`config.mk`:
```
export PLATFORM = sky130hd
export DESIGN_NAME = spiclk_phase_gen
export DESIGN_NICKNAME = d
export VERILOG_FILES = /design/src/rtl/spiclk_pkg.sv /design/src/rtl/spiclk_cfg_reg.sv /design/src/rtl/spiclk_len_calc.sv /design/src/rtl/spiclk_phase.sv /design/src/rtl/spiclk_phase_gen.sv
export SDC_FILE = /design/constraint.sdc
export NUM_CORES = 1
export LEC_CHECK = 0
export BUFFER_PORTS_ARGS = -buffer_cell sky130_fd_sc_hd__buf_2
export CAP_MARGIN = 20
export CORE_UTILIZATION = 51
export CTS_CLUSTER_DIAMETER = 40
export CTS_CLUSTER_SIZE = 28
export DETAILED_ROUTE_END_ITERATION = 7
export GPL_TIMING_DRIVEN = 0
export MAX_ROUTING_LAYER = met4
export PLACE_DENSITY = 0.87
export SKIP_LAST_GASP = 1
export SYNTH_ARGS = -nofsm -noshare
export SYNTH_HDL_FRONTEND = slang
export SYNTH_SLANG_ARGS = --single-unit
```
`constraint.sdc`:
```
create_clock -name clk -period 6.3 [get_ports clk]
set_input_delay 0 -clock clk [delete_from_list [all_inputs] [get_ports clk]]
set_output_delay 0 -clock clk [all_outputs]
set_load 0.02 [all_outputs]
```
`src/rtl/spiclk_pkg.sv`:
```
package spiclk_pkg;
  localparam int REG_W   = 32;
  localparam int CNT_W   = 6;
  localparam int PER_LSB = 0;
  localparam int HI_LSB  = 6;
  localparam int DIV_LSB = 12;
  localparam int SRC_BIT = 31;

  typedef logic [CNT_W-1:0] cnt_t;

  typedef struct packed {
    logic src;
    cnt_t div;
    cnt_t hi;
    cnt_t per;
  } clk_cfg_t;

  // Effective period count: a zero count is lifted to one.
  function automatic cnt_t eff_period(cnt_t per);
    return (per == '0) ? cnt_t'(1) : per;
  endfunction

  // Effective high count: clamped so at least one low cycle remains.
  function automatic cnt_t eff_high(cnt_t per, cnt_t hi);
    cnt_t pe;
    pe = eff_period(per);
    return (hi >= pe) ? cnt_t'(pe - cnt_t'(1)) : hi;
  endfunction

  function automatic cnt_t low_cycles(cnt_t per, cnt_t hi);
    return cnt_t'(eff_period(per) - eff_high(per, hi));
  endfunction

  function automatic cnt_t high_cycles(cnt_t per, cnt_t hi);
    return cnt_t'(eff_high(per, hi) + cnt_t'(1));
  endfunction
endpackage

```
`src/rtl/spiclk_cfg_reg.sv`:
```
module spiclk_cfg_reg
  import spiclk_pkg::*;
(
  input  logic             clk,
  input  logic             rst_n,
  input  logic             wr_en,
  input  logic [REG_W-1:0] wdata,
  output clk_cfg_t         cfg,
  output logic [REG_W-1:0] rdata
);
  clk_cfg_t cfg_q;

  always_ff @(posedge clk or negedge rst_n) begin
    if (!rst_n) begin
      cfg_q <= '0;
    end else if (wr_en) begin
      cfg_q.src <= wdata[SRC_BIT];
      cfg_q.div <= wdata[DIV_LSB +: CNT_W];
      cfg_q.hi  <= wdata[HI_LSB  +: CNT_W];
      cfg_q.per <= wdata[PER_LSB +: CNT_W];
    end
  end

  always_comb begin
    rdata                    = '0;
    rdata[SRC_BIT]           = cfg_q.src;
    rdata[DIV_LSB +: CNT_W]  = cfg_q.div;
    rdata[HI_LSB  +: CNT_W]  = cfg_q.hi;
    rdata[PER_LSB +: CNT_W]  = cfg_q.per;
  end

  assign cfg = cfg_q;

  assert_store_R2: assert property (@(posedge clk) disable iff (!rst_n)
    wr_en |=> (rdata[3*CNT_W-1:0] == $past(wdata[3*CNT_W-1:0])) &&
              (rdata[SRC_BIT] == $past(wdata[SRC_BIT])));
endmodule

```
`src/rtl/spiclk_len_calc.sv`:
```
module spiclk_len_calc
  import spiclk_pkg::*;
(
  input  clk_cfg_t cfg,
  output cnt_t     low_len,
  output cnt_t     high_len
);
  // Only the period and high counts shape the waveform.
  assign low_len  = low_cycles(cfg.per, cfg.hi);
  assign high_len = high_cycles(cfg.per, cfg.hi);
endmodule

```
`src/rtl/spiclk_phase.sv`:
```
module spiclk_phase
  import spiclk_pkg::*;
(
  input  logic clk,
  input  logic rst_n,
  input  logic en,
  input  cnt_t low_len,
  input  cnt_t high_len,
  output logic sck,
  output logic sample_stb,
  output logic shift_stb
);
  cnt_t cnt_q;
  logic sck_q, smp_q, sft_q;
  cnt_t cur_len;
  logic phase_end;

  assign cur_len   = sck_q ? high_len : low_len;
  // >= keeps a mid-phase shortening of the counts from overrunning.
  assign phase_end = (cnt_q >= cnt_t'(cur_len - cnt_t'(1)));

  always_ff @(posedge clk or negedge rst_n) begin
    if (!rst_n) begin
      cnt_q <= '0;
      sck_q <= 1'b0;
      smp_q <= 1'b0;
      sft_q <= 1'b0;
    end else if (!en) begin
      cnt_q <= '0;
      sck_q <= 1'b0;
      smp_q <= 1'b0;
      sft_q <= 1'b0;
    end else if (phase_end) begin
      cnt_q <= '0;
      sck_q <= ~sck_q;
      smp_q <= ~sck_q;
      sft_q <= sck_q;
    end else begin
      cnt_q <= cnt_q + cnt_t'(1);
      smp_q <= 1'b0;
      sft_q <= 1'b0;
    end
  end

  assign sck        = sck_q;
  assign sample_stb = smp_q;
  assign shift_stb  = sft_q;

  assert_idle_low_R3: assert property (@(posedge clk) disable iff (!rst_n)
    !en |=> (!sck_q && !smp_q && !sft_q));
  assert_sample_on_rise_R7: assert property (@(posedge clk) disable iff (!rst_n)
    $rose(sck_q) |-> smp_q);
  assert_shift_on_fall_R7: assert property (@(posedge clk) disable iff (!rst_n)
    sft_q |-> (!sck_q && $past(sck_q)));
  assert_strobe_excl_R7: assert property (@(posedge clk) disable iff (!rst_n)
    $onehot0({smp_q, sft_q}));
endmodule

```
`src/rtl/spiclk_phase_gen.sv`:
```
module spiclk_phase_gen
  import spiclk_pkg::*;
(
  input  logic             clk,
  input  logic             rst_n,
  input  logic             cfg_we,
  input  logic [REG_W-1:0] cfg_wdata,
  output logic [REG_W-1:0] cfg_rdata,
  input  logic             gen_en,
  output logic             sck,
  output logic             sample_stb,
  output logic             shift_stb
);
  clk_cfg_t cfg;
  cnt_t     low_len;
  cnt_t     high_len;

  spiclk_cfg_reg u_reg (
    .clk(clk), .rst_n(rst_n), .wr_en(cfg_we), .wdata(cfg_wdata),
    .cfg(cfg), .rdata(cfg_rdata)
  );

  spiclk_len_calc u_len (
    .cfg(cfg), .low_len(low_len), .high_len(high_len)
  );

  spiclk_phase u_phase (
    .clk(clk), .rst_n(rst_n), .en(gen_en),
    .low_len(low_len), .high_len(high_len),
    .sck(sck), .sample_stb(sample_stb), .shift_stb(shift_stb)
  );
endmodule

```
# ---- Word-level counts from Yosys, hierarchy flattened
# Index checks and enable logic that the tools add are counted.
dict set report totals {
  ff_bits 28
  out_inout_bits 35
  wordCells 29
}
dict set report classes {
  addsub 5
  n_lt_le_gt_ge 2
  n_eq_ne 1
  n_mux 11
  bitwise_logic 1
  n_reduce_logical 1
}
# cell count
set ops {}
lappend ops {{2-to-1 mux 6 bit} 5}
lappend ops {{adder 6 x 1 -> 6 bit (second input constant)} 2}
lappend ops {{>= comparator 6 bit} 2}
lappend ops {{subtractor 6 x 1 -> 6 bit (second input constant)} 2}
lappend ops {{zero test 6 bit} 1}
lappend ops {{2-to-1 mux 1 bit} 6}
lappend ops {{subtractor 6 bit} 1}
lappend ops {{inequality test 2 x 1 -> 1 bit (second input constant)} 1}
lappend ops {{NOT 1 bit} 1}

# ---- Logic depth before layout (Yosys ltp)
# Gate-level depths: netlist (run 1).
dict set report logic_depth {
  ltp_word 10
  ltp_mapped 23
  ltp_nobuf 22
}

# ---- Modules after synthesis
# A second synthesis (run 1) with hierarchy kept.
dict set report hier_totals {
  hier_cells 224
  hier_area_um2 2304.7
}
# module n_inst cells_per_inst area_per_inst_um2 seq_area_each_um2
set modules_own_cells {}
lappend modules_own_cells {spiclk_cfg_reg 1 73 1002.2 475.5}
lappend modules_own_cells {spiclk_phase 1 65 651.9 225.2}
lappend modules_own_cells {spiclk_len_calc 1 86 650.6 0.0}

# ---- Worst setup path before layout (run 1)
# OpenSTA, ideal clock, no wires.
dict set report synth_path {
  path_kind {register to register}
  from {reg u_reg.cfg_q (netlist bit u_reg.cfg[3])}
  to {reg u_phase.sck_q, in the netlist u_phase.sck}
  setup_time_ps 79
  arrival_ps 4858
  setup_slack_ps 1363
  path_stages_with_launch 24
  path_buffers 1
  synth_period_minus_slack_ps 4937
  cell_sequence {dfrtp_1 > or4_4 > nor2_1 > or2_2 > ha_1 > nand2b_1 > a21oi_1 > o21ai_2 > buf_6 > mux2i_1 > inv_1 > ha_1 > inv_1 > fa_1 > mux2_2 > inv_1 > ha_1 > ha_1 > a21o_1 > a21o_1 > a21o_1 > a21o_1 > a21oi_1 > mux2i_1}
}
dict set report synth_via {
  elab_chain_len 9
}
# item line
set synth_rtl {}
lappend synth_rtl {{start, declared} spiclk_cfg_reg.sv:11} ;# clk_cfg_t cfg_q;
lappend synth_rtl {{zero test 6 bit} spiclk_pkg.sv:20} ;# return (per == '0) ? cnt_t'(1) : per;
lappend synth_rtl {{2-to-1 mux 6 bit *} spiclk_pkg.sv:20}
lappend synth_rtl {{subtractor 6 x 1 -> 6 bit / >= comparator 6 bit (equally long branches)} spiclk_pkg.sv:27} ;# return (hi >= pe) ? cnt_t'(pe - cnt_t'(1)) : hi;
lappend synth_rtl {{2-to-1 mux 6 bit} spiclk_pkg.sv:27}
lappend synth_rtl {{subtractor 6 bit / adder 6 x 1 -> 6 bit (equally long branches)} {spiclk_pkg.sv:31, spiclk_pkg.sv:35}}
lappend synth_rtl {{2-to-1 mux 6 bit *} spiclk_phase.sv:18} ;# assign cur_len = sck_q ? high_len : low_len;
lappend synth_rtl {{subtractor 6 x 1 -> 6 bit *} spiclk_phase.sv:20} ;# assign phase_end = (cnt_q >= cnt_t'(cur_len - cnt_t'(1)));
lappend synth_rtl {{>= comparator 6 bit *} spiclk_phase.sv:20}
lappend synth_rtl {{inequality test 2 x 1 -> 1 bit (no source line) *} --}
lappend synth_rtl {{end signal, assigned} spiclk_phase.sv:35} ;# sck_q <= ~sck_q;
lappend synth_rtl {{end, declared} spiclk_phase.sv:14} ;# logic sck_q, smp_q, sft_q;
# Every way passes the cells marked *; elsewhere a longest branch is shown, timed or not.
# A chain may end at the register's enable or synchronous reset.

# ---- Worst setup path in the final report (run 1)
dict set report layout_path {
  from {reg u_reg.cfg_q (netlist bit u_reg.cfg[4])}
  to {reg u_phase.sck_q, in the netlist u_phase.sck}
}
# Same word-level chain as after synthesis.

==> results.yml, run 1 <==
global_routing:
  grt_pass1_vias: 2161
  antenna_found_initial: 0
  track_usage: 0.3317
  grt_max_degree: 29
  grt.overflow.total: 0
  grt_pass1_wl_um: 10610
clock_network:
  clockBufferDepth: 2
  cts_root_buffer: "clkbuf_8"
  cts_tree: "built"
  cts_resized: 0
  cts_buffers: 3
  clk_pin_slew_worst_paths_ns: 0.10
  clock_sinks: 28
  insertion_delay_ns: 0.28
  cts-htree-levels: 1
  cts_setup_buffers: 0
logic_synthesis:
  synth-seq-area-share: 0.3258
  yosysUniqueCellTypes: 45
  yosysWarningCount: 0
  synth_area_mm2: 0.002151
  synth_cells: 227
  yosysTopAreaCellShare: 0.3258
  synth_seq_cells: 28
  synth_area_leaders: "dfrtp_1, ha_1, mux2_2, buf_4, xnor2_1"
  synth_area_per_cell_um2: 9.475
  synth_top_cell_by_area: "dfrtp_1"
timing:
  finalCritPeriodShare: 0.8871
  fin_crit_ns: 5.589
  rsz0062_at_grt: "no"
  slew_headroom: 0.5739
  setup_viol: 0
  finalHoldViolations: 0
  setup_tns_ns: 0
  setup_ws_ns: 0.7112
  worst_pin_slew_ns: 0.6391
  max_freq_mhz: 178.9
  drv_slew: 0
  finalClockSkew_ns: 0.003524
worst_hold_path:
  holdPathEnd: "u_reg.cfg[16]"
  hold_depth: 2
  hold_path.startpoint: "cfg_we"
  hp-class: "in2reg"
floorplanning:
  core_area_mm2: 0.004029
  die_area_mm2: 0.004481
  ios: 71
  start_util: 0.5339
  rows: 23
  die_w_um: 66.94
  chipHeight_um: 66.94
placed_design:
  hpwl_um: 3543
  port_buffers: 43
  dpl_worst_slack_ns: 1.084
  gp_congestion: 0.8522
worst_setup_path:
  cp.required_ns: 6.50
  crit_path_end_kind: "register"
  rr_startpoint: "u_reg.cfg[4]"
  worstRegToRegCells: 23
  start_kind: "register"
  crit_fanout: 10
  criticalPathCategory: "reg2reg"
  arrival_ns: 5.79
  r2r_slack_ns: 0.71
  r2r-end: "u_phase.sck"
  crit_path_start: "u_reg.cfg[4]"
routing:
  first_pass_iters: 5
  drt_wl_total_um: 6518
  wire_per_inst_um: 18.26
  drtIter0Drc: 95
  drc_errors: 0
  via_count: 2108
  ant_nets: 0
  viasPerCell: 5.905
finish:
  diodes: 0
  areaGrowthSynthToFinish_pct: 28.10
  utilization: 0.6839
  final_layout_size_suffix_gt1_frac: 0.2704
  layout.nets: 366
power:
  power.leakage_nw: 1.401
  power_mw: 0.8945
  vdd_ir_drop_max_v: 0.0002209
  power_density_mw_per_mm2: 324.7
flow_run:
  maxCapViolations: 0
run_status:
  status: "completed"
[layer usage]
layer | global-route usage | up-vias | part of all wire
met5 | - | - | 0
met4 | 0.2181 | 0 | 0.059
met3 | 0.04452 | 37 | 0.083
met2 | 0.5480 | 169 | 0.49
met1 | 0.3737 | 986 | 0.37
li1 | - | 916 | -
[registers in the layout, indices dropped and copies added (netlist names)]
| register | flops |
|---|---|
| u_phase.sample_stb | 1 |
| u_phase.shift_stb | 1 |
| u_phase.cnt_q | 6 |
| u_reg.cfg | 19 |
| u_phase.sck | 1 |
[Yosys cell counts, drive strengths merged]
cell type     instances
nor2b                 1
o211ai                4
nor3b                 1
o31a                  1
o21ai                13
o22ai                 1
a32o                  1
and2                  1
dlygate4sd3           1
a21oi                 6
a211oi                1
a211o                 2
a21o                  5
dfrtp                28
clkbuf                7
nand2b                2
nand3                 7
or3                   2
o311ai                1
dlymetal6s2s          1
nand4                 2
inv                  19
buf                  14
fa                    1
o21bai                1
conb                  1
or2                   3
ha                   21
or4                   1
mux2                 14
xor2                  6
nand2                15
and3                  2
nand3b                1
o2111ai               2
nor2                 11
xnor2                11
nor3                  5
mux2i                 5
o21a                  6
[power by group]
group	internal (mW)	total [mW]	leakage, nW	switching (mW)
Clock	0.0852	0.145	0.0357	0.0602
Sequential	0.202	0.230	0.349	0.0275
Combinational	0.232	0.519	1.02	0.287
Total	0.520	0.894	1.40	0.375
[what timing repair did]
| item | 4_1_cts | 5_1_grt |
|---|---|---|
| hold endpoints to repair | 51 | 0 |
| endpoints found under the setup margin | 0 | 0 |
| hold buffers | 21 | 0 |
[worst max path at each step]
stage                   to  slack [ns]  cells after the start
2_1_floorplan  u_phase.sck        1.36                     23
3_3_place_gp   u_phase.sck        1.15                     23
3_5_place_dp   u_phase.sck        1.08                     23
4_1_cts        u_phase.sck        0.97                     23
5_1_grt        u_phase.sck        0.43                     23
6_report       u_phase.sck        0.71                     23
[worst max-delay path, cell delays in order (launching register included)]
cell	delay, ns
dfrtp_1	0.46
or4_4	0.56
nor2_1	0.09
or2_2	0.13
ha_1	0.22
nand2b_1	0.15
a21oi_1	0.39
o21ai_2	0.18
buf_6	0.19
mux2i_1	0.16
inv_1	0.08
ha_1	0.21
inv_1	0.07
fa_1	0.40
mux2_2	0.29
inv_1	0.09
ha_1	0.23
ha_1	0.28
a21o_1	0.16
a21o_1	0.17
a21o_1	0.18
a21o_1	0.20
a21oi_1	0.36
mux2i_1	0.27
[layout make-up]
type                       instances  area, µm²
fill                             266       1274
clock buffer                       3      41.29
sequential                        28      700.7
tap                               50      62.56
clock inverter                     1      30.03
multi-input combinational        169       1266
timing repair buffer              64      425.4
buffer                            23      157.7
inverter                          19      71.32
[logic make-up (layout without fill, tap and decap cells)]
group | Yosys count | count (layout) | share of synthesized area
multiplexers | 19 | 19 | 0.09657
buffers and inverters | 42 | 110 | 0.1065
AND/OR/NAND/NOR | 54 | 54 | 0.1233
adder cells (fa/ha/maj) | 22 | 22 | 0.1315
flip-flops | 28 | 28 | 0.3258
other | 1 | 13 | 0.001744
XOR/XNOR | 17 | 17 | 0.06922
AO/OA/AOI/OAI | 44 | 44 | 0.1454
[per-stage QoR]
step,cell area (µm²),hold slack (ns),instances
2_1_floorplan,2196,-0.2956,239
3_3_place_gp,2474,0.03298,332
3_5_place_dp,2474,0.04779,332
4_1_cts,2755,0.2362,357
5_1_grt,2755,0.2813,357
6_report,2755,0.2370,357
[placed cells by master, fill, tap and decap left out, drive strengths merged, types with 6 or more instances in the layout]
cell,synthesis,final
a21oi,6,6
buf,14,57
clkbuf,7,10
conb,1,13
dfrtp,28,28
dlygate4sd3,1,22
ha,21,21
inv,19,19
mux2,14,14
nand2,15,15
nand3,7,7
nor2,11,11
o21a,6,6
o21ai,13,13
xnor2,11,11
xor2,6,6
Note: power is estimated with default switching activity, not from simulation.
==> run 2, diff against run 1 <==
--- a/config.mk
+++ b/config.mk
@@ -5,6 +5,8 @@
 export SDC_FILE = /design/constraint.sdc
 export NUM_CORES = 1
 export LEC_CHECK = 0
+export ABC_AREA = 1
+export ABC_CLOCK_PERIOD_IN_PS = 6300
 export BUFFER_PORTS_ARGS = -buffer_cell sky130_fd_sc_hd__buf_2
 export CAP_MARGIN = 20
 export CORE_UTILIZATION = 51
@@ -13,7 +15,7 @@
 export DETAILED_ROUTE_END_ITERATION = 7
 export GPL_TIMING_DRIVEN = 0
 export MAX_ROUTING_LAYER = met4
-export PLACE_DENSITY = 0.87
+export PLACE_DENSITY = 0.91
 export SKIP_LAST_GASP = 1
 export SYNTH_ARGS = -nofsm -noshare
 export SYNTH_HDL_FRONTEND = slang
==> run 2 against run 1 <==
Against the previous run:
- sequential power hardly changed
- non-clock buffer count is 2 lower
- synthesized cell count is 25% higher
- first-iteration DRC count is 19% lower
- global-route usage is 5.8 points lower
- sequential share of layout area is 0.24 points lower
- clock power is 33% lower
- cell count is 15% higher
- core utilization is 0.32 points lower
- critical path depth is 10 higher
- cell area is 0.95% higher
- largest power group unchanged
==> results.yml, run 2 <==
timing:
  rsz0062_at_grt: "no"
  worst_pin_slew_ns: 0.6246
  setup_viol: 0
  finalCritPeriodShare: 0.7945
  finalClockSkew_ns: 0.007000
  setup_tns_ns: 0
  slew_headroom: 0.5836
  drv_slew: 0
  max_freq_mhz: 199.8
  fin_crit_ns: 5.005
  setup_ws_ns: 1.295
  finalHoldViolations: 0
routing:
  drtIter0Drc: 77
  wire_per_inst_um: 13.53
  first_pass_iters: 5
  via_count: 2160
  drt_wl_total_um: 5560
  routed.top_layer: "met4"
  ant_nets: 0
  viasPerCell: 5.255
  wl_met1_um: 2245
  dr_wl_met3_um: 337
  met2_length_um: 2808
  drc_errors: 0
worst_setup_path:
  cp.required_ns: 6.49
  slowest_delay_ns: 0.48
  r2r-end: "u_phase.sck"
  arrival_ns: 5.19
  crit_top_cell: "nand2_1"
  crit_path_end_kind: "register"
  rr_startpoint: "u_reg.cfg[2]"
  worstRegToRegCells: 33
  criticalPathCategory: "reg2reg"
  r2r_slack_ns: 1.29
  slowest_stage: "dfrtp_1"
  start_kind: "register"
  crit_fanout: 10
clock_network:
  cts_setup_buffers: 0
  clk_pin_slew_worst_paths_ns: 0.09
  cts_buffers: 3
  cts_tree: "built"
  cts_root_buffer: "clkbuf_8"
  insertion_delay_ns: 0.28
  cts-htree-levels: 1
  clock_sinks: 28
  clockBufferDepth: 2
placed_design:
  dp_cells: 388
  port_buffers: 43
  dpl_worst_slack_ns: 1.493
  hpwl_um: 3784
  gp_congestion: 0.8792
logic_synthesis:
  synth_area_mm2: 0.002217
  synth_area_leaders: "dfrtp_1, ha_1, nand2_1, inv_1, nand3_1"
  yosysUniqueCellTypes: 38
  synth_most_common_cell: "nand2_1"
  synth_cells: 283
  ys_top_cells_by_count: "nand2_1, inv_1, dfrtp_1"
  yosysWarningCount: 0
  synth_seq_cells: 28
  async_flop_share: 1.000
  synth_edf_count: 0
  synth_top_cell_by_area: "dfrtp_1"
  yosysTopAreaCellShare: 0.3160
  synth_area_per_cell_um2: 7.834
  synth_ff_type: "dfrtp_1"
  synth-seq-area-share: 0.3160
finish:
  areaGrowthSynthToFinish_pct: 25.45
  final_common_cell: "nand2_1"
  layout.nets: 421
  diodes: 0
  utilization: 0.6806
  final_layout_size_suffix_gt1_frac: 0.2548
  layout_common_cells: "nand2_1, buf_2, inv_1"
  instances_no_fill: 411
  largest_reg_flops: 19
flow_run:
  maxCapViolations: 0
floorplanning:
  start_util: 0.5426
  die_area_mm2: 0.004615
  ios: 71
  rows: 23
  die_w_um: 67.94
  core_area_mm2: 0.004086
  chipHeight_um: 67.94
power:
  power_mw: 0.8456
  power_density_mw_per_mm2: 304.0
  power.leakage_nw: 1.520
  vdd_ir_drop_max_v: 0.0002171
global_routing:
  grt_max_degree: 29
  grt_pass1_vias: 2055
  grt_pass1_wl_um: 9087
  antenna_found_initial: 0
  grt.overflow.total: 0
  track_usage: 0.2742
worst_hold_path:
  hold_path.startpoint: "gen_en"
  holdPathEnd: "u_phase.sample_stb"
  hold_depth: 3
  hp-class: "in2reg"
run_status:
  status: "completed"
[run 2: power by group]
part / total (mW) / switching (mW) / internal (mW) / leakage (nW)
sequential: 0.232 / 0.0293 / 0.203 / 0.350
clock: 0.0977 / 0.0547 / 0.0430 / 0.0216
combinational: 0.516 / 0.313 / 0.203 / 1.15
total: 0.846 / 0.397 / 0.449 / 1.52
[run 2: worst max-delay path: cells and delay by family (launching register included)]
| family | cells | cell delay [ns] |
|---|---|---|
| simple gates | 17 | 1.95 |
| fa+ha+maj | 4 | 1.10 |
| buf+inv | 7 | 0.63 |
| compound gates | 5 | 0.74 |
| flops | 1 | 0.48 |
[run 2: layout make-up]
class	instances	area, µm²
fill	278	1305
multi-input combinational	206	1266
sequential	28	700.7
timing repair buffer	63	415.4
inverter	39	148.9
buffer	22	146.4
tap	50	62.56
clock buffer	3	41.29
[run 2: cells by family after synthesis]
kind of cell / share of synthesized area
buf+inv: 0.1332
fa+ha+maj: 0.1275
simple gates: 0.2461
mux: 0.05023
compound gates: 0.1055
flops: 0.3160
xor+xnor: 0.01975
other cells: 0.001691
[run 2: layer usage]
| layer | vias to the layer above | GRT usage |
|---|---|---|
| li1 | 1047 | - |
| met2 | 99 | 0.4706 |
| met4 | 0 | 0.1172 |
| met1 | 995 | 0.3236 |
| met3 | 19 | 0.02833 |
| met5 | - | - |
[run 2: through the flow]
step                hold WS, ns  instance area, µm²
finish                  0.02832                2781
global route            0.02845                2781
CTS                     0.01108                2781
detailed placement      0.05186                2540
global placement        0.03987                2540
floorplan               -0.2956                2262
[run 2: worst max path at each step]
| stage | startpoint | to |
|---|---|---|
| floorplan | u_reg.cfg[2] | u_phase.sck |
| global placement | u_reg.cfg[2] | u_phase.sck |
| detailed placement | u_reg.cfg[2] | u_phase.sck |
| CTS | u_reg.cfg[2] | u_phase.sck |
| global route | u_reg.cfg[2] | u_phase.sck |
| finish | u_reg.cfg[2] | u_phase.sck |
[run 2: what timing repair did]
item,4_1_cts,5_1_grt
hold endpoints to repair,47,0
hold buffers,20,0
gates resized for setup,0,0
